--- src/rtl/sdram_init_pkg.sv ---
package sdram_init_pkg;

    // {cs_n, ras_n, cas_n, we_n}
    typedef enum logic [3:0] {
        CMD_MRS = 4'b0000,
        CMD_REF = 4'b0001,
        CMD_PRE = 4'b0010,
        CMD_NOP = 4'b0111,
        CMD_INH = 4'b1111
    } sd_cmd_e;

    typedef enum logic [3:0] {
        ST_IDLE,
        ST_CLKNOP,
        ST_PAUSE,
        ST_PREALL,
        ST_WAIT_RP,
        ST_INIT_REF,
        ST_WAIT_RC,
        ST_LOADMODE,
        ST_WAIT_MRD,
        ST_NORMAL,
        ST_AUTO_REF,
        ST_AUTO_RC
    } seq_state_e;

endpackage

--- src/rtl/sdram_gap_timer.sv ---
module sdram_gap_timer #(
    parameter int CW = 8
) (
    input  logic          clk,
    input  logic          rst_n,
    input  logic          load,
    input  logic [CW-1:0] load_val,
    output logic          expired
);
    logic [CW-1:0] cnt;

    always_ff @(posedge clk) begin
        if (!rst_n) begin
            cnt <= '0;
        end else if (load) begin
            cnt <= load_val;
        end else if (cnt != '0) begin
            cnt <= cnt - 1'b1;
        end
    end

    assign expired = (cnt == '0);
endmodule

--- src/rtl/sdram_refresh_timer.sv ---
module sdram_refresh_timer #(
    parameter int PERIOD_W = 16,
    parameter int PEND_W   = 4
) (
    input  logic                clk,
    input  logic                rst_n,
    input  logic                enable,
    input  logic [PERIOD_W-1:0] period,
    input  logic                take,
    output logic                pending_nz
);
    localparam logic [PEND_W-1:0] PEND_MAX = {PEND_W{1'b1}};

    logic [PERIOD_W-1:0] cnt;
    logic [PEND_W-1:0]   pend;
    logic                tick;

    assign tick = enable && (cnt == '0);

    always_ff @(posedge clk) begin
        if (!rst_n) begin
            cnt <= '0;
        end else if (!enable || cnt == '0) begin
            cnt <= period - 1'b1;
        end else begin
            cnt <= cnt - 1'b1;
        end
    end

    always_ff @(posedge clk) begin
        if (!rst_n) begin
            pend <= '0;
        end else begin
            unique case ({tick, take})
                2'b10:   if (pend != PEND_MAX) pend <= pend + 1'b1;
                2'b01:   if (pend != '0) pend <= pend - 1'b1;
                default: pend <= pend;
            endcase
        end
    end

    assign pending_nz = (pend != '0);
endmodule

--- src/rtl/sdram_init_seq.sv ---
module sdram_init_seq
    import sdram_init_pkg::*;
#(
    parameter int CLK_MHZ  = 50,
    parameter int PAUSE_US = 200,
    parameter int ADDR_W   = 13,
    parameter int BANK_W   = 2,
    parameter int GAP_W    = 4,
    parameter int PERIOD_W = 16,
    parameter int PEND_W   = 4,
    parameter int PRE_BIT  = 10,
    parameter int BOOT_REFS = 8
) (
    input  logic                clk,
    input  logic                rst_n,
    input  logic                start,
    input  logic [2:0]          cas_lat,
    input  logic [2:0]          burst_len,
    input  logic                burst_seq,
    input  logic [GAP_W-1:0]    t_rp,
    input  logic [GAP_W-1:0]    t_rc,
    input  logic [PERIOD_W-1:0] ref_period,
    input  logic                refresh_gnt,
    output logic                sd_cs_n,
    output logic                sd_ras_n,
    output logic                sd_cas_n,
    output logic                sd_we_n,
    output logic [BANK_W-1:0]   sd_ba,
    output logic [ADDR_W-1:0]   sd_a,
    output logic                init_done,
    output logic                refresh_req
);
    localparam int PAUSE_CYC = CLK_MHZ * PAUSE_US;
    localparam int PAUSE_W   = $clog2(PAUSE_CYC + 1);
    localparam int CNT_W     = (PAUSE_W > GAP_W + 1) ? PAUSE_W : GAP_W + 1;
    localparam int RC_W      = $clog2(BOOT_REFS + 1);

    seq_state_e       state, state_nx;
    sd_cmd_e          cmd;
    logic [RC_W-1:0]  boot_cnt;
    logic             tmr_load, tmr_exp, pend_nz;
    logic [CNT_W-1:0] tmr_val;

    // spacing between two commands is max(g,2) cycles
    function automatic logic [CNT_W-1:0] gap_load(input logic [GAP_W-1:0] g);
        if (g < GAP_W'(2)) return '0;
        return CNT_W'(g) - CNT_W'(2);
    endfunction

    always_ff @(posedge clk) begin
        if (!rst_n) state <= ST_IDLE;
        else        state <= state_nx;
    end

    always_ff @(posedge clk) begin
        if (!rst_n || state == ST_IDLE) boot_cnt <= '0;
        else if (state == ST_INIT_REF)  boot_cnt <= boot_cnt + 1'b1;
    end

    always_comb begin
        state_nx = state;
        unique case (state)
            ST_IDLE:     if (start) state_nx = ST_CLKNOP;
            ST_CLKNOP:   state_nx = ST_PAUSE;
            ST_PAUSE:    if (tmr_exp) state_nx = ST_PREALL;
            ST_PREALL:   state_nx = ST_WAIT_RP;
            ST_WAIT_RP:  if (tmr_exp) state_nx = ST_INIT_REF;
            ST_INIT_REF: state_nx = ST_WAIT_RC;
            ST_WAIT_RC:  if (tmr_exp)
                             state_nx = (boot_cnt == RC_W'(BOOT_REFS)) ? ST_LOADMODE : ST_INIT_REF;
            ST_LOADMODE: state_nx = ST_WAIT_MRD;
            ST_WAIT_MRD: if (tmr_exp) state_nx = ST_NORMAL;
            ST_NORMAL:   if (pend_nz && refresh_gnt) state_nx = ST_AUTO_REF;
            ST_AUTO_REF: state_nx = ST_AUTO_RC;
            ST_AUTO_RC:  if (tmr_exp) state_nx = ST_NORMAL;
            default:     state_nx = ST_IDLE;
        endcase
    end

    always_comb begin
        tmr_load = 1'b1;
        unique case (state)
            ST_CLKNOP:                tmr_val = CNT_W'(PAUSE_CYC - 2);
            ST_PREALL:                tmr_val = gap_load(t_rp);
            ST_INIT_REF, ST_AUTO_REF: tmr_val = gap_load(t_rc);
            ST_LOADMODE:              tmr_val = '0;
            default: begin
                tmr_load = 1'b0;
                tmr_val  = '0;
            end
        endcase
    end

    sdram_gap_timer #(.CW(CNT_W)) u_gap (
        .clk(clk), .rst_n(rst_n), .load(tmr_load), .load_val(tmr_val), .expired(tmr_exp)
    );

    sdram_refresh_timer #(.PERIOD_W(PERIOD_W), .PEND_W(PEND_W)) u_rtmr (
        .clk(clk), .rst_n(rst_n), .enable(init_done), .period(ref_period),
        .take(state == ST_AUTO_REF), .pending_nz(pend_nz)
    );

    always_comb begin
        cmd         = CMD_NOP;
        sd_ba       = '0;
        sd_a        = '0;
        init_done   = 1'b0;
        refresh_req = 1'b0;
        unique case (state)
            ST_IDLE:     cmd = CMD_INH;
            ST_PREALL: begin
                cmd           = CMD_PRE;
                sd_a[PRE_BIT] = 1'b1;
            end
            ST_INIT_REF: cmd = CMD_REF;
            ST_LOADMODE: begin
                cmd       = CMD_MRS;
                sd_a[2:0] = burst_len;
                sd_a[3]   = burst_seq;
                sd_a[6:4] = cas_lat;
            end
            ST_NORMAL: begin
                init_done   = 1'b1;
                refresh_req = pend_nz;
            end
            ST_AUTO_REF: begin
                cmd       = CMD_REF;
                init_done = 1'b1;
            end
            ST_AUTO_RC:  init_done = 1'b1;
            default:     cmd = CMD_NOP;
        endcase
    end

    assign {sd_cs_n, sd_ras_n, sd_cas_n, sd_we_n} = cmd;
endmodule

--- config.mk ---
export PLATFORM = sky130hd
export DESIGN_NAME = sdram_init_seq
export DESIGN_NICKNAME = d
export VERILOG_FILES = /design/src/rtl/sdram_init_pkg.sv /design/src/rtl/sdram_gap_timer.sv /design/src/rtl/sdram_refresh_timer.sv /design/src/rtl/sdram_init_seq.sv
export SDC_FILE = /design/constraint.sdc
export NUM_CORES = 1
export LEC_CHECK = 0
export BUFFER_PORTS_ARGS = -buffer_cell sky130_fd_sc_hd__buf_4
export CAP_MARGIN = 20
export CORE_MARGIN = 4
export CORE_UTILIZATION = 35
export CTS_CLUSTER_DIAMETER = 60
export DETAILED_ROUTE_END_ITERATION = 8
export PLACE_DENSITY = 0.58
export SETUP_SLACK_MARGIN = 0.4
export SKIP_LAST_GASP = 1
export SLEW_MARGIN = 25
export SYNTH_ARGS = -nofsm -noshare
export SYNTH_HDL_FRONTEND = slang
export SYNTH_SLANG_ARGS = --single-unit
--- constraint.sdc ---
create_clock -name clk -period 3.12 [get_ports clk]
set_input_delay 0.156 -clock clk [delete_from_list [all_inputs] [get_ports clk]]
set_output_delay 0.156 -clock clk [all_outputs]
set_load 0.01 [all_outputs]
; After elaboration in Yosys (flattened, before gate mapping)
; Index checks and enable logic that the tools add are counted.
[totals]
output_inout_bits = 21
elab_cells = 86
register_bits = 42
inputBits = 35
[classes]
n_reduce_logical = 19
n_eq_ne = 23
n_lt_le_gt_ge = 2
mux = 29
add_sub_neg = 8
[op_table]
columns = cell, count
row1 = $mux W14, 6
row2 = $pmux W4 S11, 1
row3 = $pmux W14 S3, 1
row4 = $mux W4, 8
row5 = $sub A16 B1 Y16 const B, 2
row6 = $eq A4 B4 Y1 const B, 5
row7 = $eq A4 B3 Y1 const B, 4
row8 = $logic_not A16 Y1, 1
row9 = $mux W16, 1
row10 = $pmux W4 S4, 1
row11 = $logic_not A14 Y1, 1
row12 = $reduce_bool A14 Y1, 1
row13 = $sub A14 B1 Y14 const B, 1
row14 = $ne A2 B2 Y1 const B, 6
row15 = $sub A4 B2 Y5 const B, 2
row16 = $add A4 B1 Y4 const B, 2
row17 = $eq A4 B2 Y1 const B, 2
row18 = $lt A4 B2 Y1 const B, 2
row19 = $mux W1, 8
row20 = $pmux W4 S2, 1
row21 = $mux W7, 1
row22 = $reduce_and A6 Y1, 1
row23 = $reduce_or A5 Y1, 1
row24 = $eq A4 B1 Y1 const B, 1
row25 = other kinds (15), 21

; Longest topological paths before layout
[logic_depth]
word_depth = 7
ltp_mapped = 12
mapped_depth_nobuf = 10

; Cells and area by module
; Synthesis repeated with hierarchy kept, for this count alone.
[unflattened]
hier_cells = 379
hier_area_um2 = 3136.8
[modules_own_cells]
columns = module, n_inst, cells_per_inst, area_each_um2
row1 = sdram_refresh_timer, 1, 172, 1505.2
row2 = sdram_gap_timer, 1, 101, 820.8
row3 = sdram_init_seq, 1, 106, 810.8

; Worst setup path before layout
; OpenSTA, ideal clock, no wires.
[synth_timing]
path_type = register to register
from = register u_rtmr.cnt[7]
to = register u_rtmr.cnt[14]
arrival_time_ns = 2.652
path_stages_with_launch = 11
synth_period_minus_slack_ns = 2.783
path_slack_ns = 0.337
cell_sequence = dfxtp_1 > nor4_2 > nand4_2 > nand2_1 > buf_4 > mux2i_1 > ha_1 > nand4_1 > a211oi_1 > nand3_1 > nor3b_1
[synth_via]
elab_chain_cells = 3
[synth_lines]
columns = element, line
row1 = start: declaration, sdram_refresh_timer.sv:14  ; logic [PERIOD_W-1:0] cnt;
row2 = start signal: assignment, sdram_refresh_timer.sv:24  ; cnt <= period - 1'b1;
row3 = start signal: assignment, sdram_refresh_timer.sv:26  ; cnt <= cnt - 1'b1;
row4 = "parallel branches: the longest is 2 deep, another holds $sub A16 B1 Y16", --
row5 = $mux W16 (*), sdram_refresh_timer.sv:23  ; end else if (!enable || cnt == '0) begin
; Mark *: on every way between the ends.
; A chain may end at the register's enable or synchronous reset.

; Final worst setup path
[layout_timing]
from = register u_rtmr.cnt[11]
to = register u_rtmr.cnt[8]
[layout_via]
elab_chain_cells = 3
[layout_lines]
columns = element, line
row1 = $logic_not A16 Y1, sdram_refresh_timer.sv:23
row2 = $logic_or A1 B1 Y1, sdram_refresh_timer.sv:23
row3 = $mux W16, sdram_refresh_timer.sv:23
; No other way between the ends.

==> metrics.txt <==
Synth Area in Compound Gates=0.175; DP Area=3400 sq um; 1st-iter DRT viols=153; final net count=475; wirelength, routed=7830 um; Top delay family on crit path=simple AND/OR/NAND/NOR gates; Psw=730 uW; Inserted Clock Buffers=5; max_slew headroom=0.416; largest family of logic cells by synthesized area=simple AND/OR/NAND/NOR gates; Max-Cap Viols=0; drt drc=0; CTS H-tree lvls=2; Fin Clk Skew=5.76 ps; final setup TNS=0 ps; most used flip-flop cell after synthesis=dfxtp_1; Comb power frac=0.439; Non-Filler Instances=537; final hold violation count=0; # setup viols final=0; share of synthesized cell area in and, or, nand and nor gates=0.297; residual overflow from global routing=0; Peak Freq=390 MHz; hold_ws=156 ps; I/O Buffers=48; Distinct cells, synth=63; first-pass GRT wire length=13,200 um; count of flip-flops with a built-in enable after synthesis=0; Tcrit/Tclk final=0.822; pin count of the biggest net entering global routing=22; clock share of power=0.198; P_int=1170 uW; Seq pwr share=0.363; CP required=3320 ps; Post-Synth XOR/XNOR Area=0.0872; Slew Limit Fails=0; Yosys reg bits=42; CP endpoint kind=flop; Yosys warnings=0; critical-path cell list=nor4_2, buf_4, nand4_2, nand2_4, mux2i_2, ha_2, nand4_1, a2111oi_2, xnor2_1, and2_1; later-pin clock latency in the skew report=300 ps; final RePlAce weighted congestion=0.845; async set-or-reset flop fraction in the synthesized netlist=0; final core utilization=0.438; CP max-delay cell=a2111oi_2; CP Max Fanout=7; Startpoint Class=flop; area delta synth->final=22.9%; IO Pins=56; Reg clk slew, reported paths=90 ps; drt first pass iters=4; die area=9850 sq um; x dimension of the die=99.2 um; WP buf/inv=1; CP max stage delay=370 ps; Sw Share=0.384; Final Critical Period=2570 ps; P per Cell Area=531 nW/um^2; # rows=33; Mapped Area=2910 sq um; design area=3580 sq um; Placed Instances=524; Post-Synthesis Cells=374; post-DR wirelength/cell=14.6 um; Core Region=8180 sq um; most common cell after layout, fill and taps aside=buf_4; TritonCTS Sinks=42; post-DP HPWL=5800 um; via count=2,810; WP data arrival=2760 ps; Global Route Usage Sum=0.159; RSZ-0062 raised after global routing=no; Post-DRT Antenna Nets=0; initial antenna violation count=0; Via density=5.23; mux cell area share after synthesis=0.0416; vias in the first global route=2,743; CTS tree=done; die height=99.2 um; CP Class=reg -> reg; Max Root-Sink Buffers=2; adder-cell share of the synthesized area=0.0412; Hold Crit Class=in -> reg; most frequent cells in the layout=buf_4, nor2_1, dfxtp_1; outcome=finished, final reports clean; layout cells sized above 1=0.227; Syn Area/Cell=7.79 sq um; root buf cell=clkbuf_8; Leak=0.00155 uW; Max IR drop VDD=0.285 mV; Seq/Total Area, Yosys=0.289; Ant. Diodes=0; Fill cells=838; Tightest Pin Transition=869 ps; initial core utilization=0.356
-- cell families (layout without fill, tap and decap cells) --
family	Yosys count	in the layout
xor+xnor	29	29
flops	42	42
buf+inv	42	94
other cells	1	7
simple gates	161	161
fa+ha+maj	9	9
compound gates	78	78
mux	12	12
-- worst register-to-register path: cells and delay by family, from the launching register on --
kind                       cells  cell delay [ps]
and+or+nand+nor                5              960
AOI/OAI and AO/OA              1              370
DFF                            1              340
muxes                          1              260
adders and majority gates      1              260
buffers and inverters          1              180
xor gates and xnor gates       1              110
-- per-layer routing --
layer / vias up / share of wire / global-route usage
met5: - / 0 / 0
met4: 0 / 0.024 / 0.0630
met3: 16 / 0.053 / 0.0295
met2: 89 / 0.46 / 0.252
met1: 1283 / 0.46 / 0.215
li1: 1422 / - / -
-- cell type report --
class	count	area, sq um	area share
well taps	105	131	0.0367
repair buffers	65	488	0.136
flip-flops and latches	42	842	0.235
multi-input cells	296	1950	0.544
clock buffers	7	86.3	0.0241
inverters	21	78.8	0.0220
clock inverters	1	5.00	0.00140
-- power groups by stage --
stage	Combinational (uW)	Sequential (uW)	Clock (uW)
floorplan	636	689	0
global placement	813	695	0
detailed placement	816	697	0
CTS	824	686	392
global route	945	701	406
finish	834	690	377
-- sequential cells by signal, summed over array words and instances, names as in the netlist --
signal	count
boot_cnt	4
state	4
u_rtmr.cnt	16
u_rtmr.pend	4
u_gap.cnt	14
-- cells in the mapped netlist (3+ instances only) --
cell type / number / area [sq um]
nor2_1: 43 / 161
nand3_1: 12 / 60.1
or2_2: 4 / 25.0
buf_4: 8 / 60.1
nand2_1: 33 / 124
and3_1: 3 / 18.8
and2_1: 13 / 81.3
o21ai_0: 16 / 80.1
a211oi_1: 6 / 45.0
mux2i_1: 11 / 110
nor2b_1: 3 / 18.8
clkbuf_1: 9 / 33.8
ha_1: 8 / 100
a31oi_1: 3 / 18.8
o211ai_1: 6 / 45.0
nor3_1: 8 / 40.0
inv_1: 19 / 71.3
or4_1: 5 / 37.5
dfxtp_1: 42 / 841
xnor2_1: 14 / 123
nand4_1: 5 / 31.3
nor4_1: 7 / 43.8
nor4_2: 4 / 50.1
xor2_1: 15 / 131
a21oi_1: 27 / 135
or3_1: 7 / 43.8
-- metrics by stage --
| stage | setup WS, ps | power, uW |
|---|---|---|
| after floorplan | 399 | 1330 |
| after global placement | 380 | 1510 |
| after detailed placement | 265 | 1510 |
| after CTS | 424 | 1900 |
| after global routing | 389 | 2050 |
| final | 555 | 1900 |
-- worst paths after layout --
check,startpoint,endpoint,slack [ps],cells past startpoint
worst max-delay path,u_rtmr.cnt[11]$_SDFF_PN0_,u_rtmr.cnt[8]$_SDFF_PN0_,550,10
worst max register to register,u_rtmr.cnt[11]$_SDFF_PN0_,u_rtmr.cnt[8]$_SDFF_PN0_,550,10
worst min register to register,u_gap.cnt[1]$_SDFFE_PN0P_,u_gap.cnt[1]$_SDFFE_PN0P_,480,2
worst min-delay path,rst_n,u_rtmr.cnt[7]$_SDFF_PN0_,160,2
-- timing repair --
item	CTS	global route
resized for setup	2	8
setup buffers	0	5
pin swaps	0	5
hold buffers	0	0
hold endpoints to repair	0	0
endpoints found under the setup margin	5	6
No activity file was read; power rests on OpenSTA's default activity.
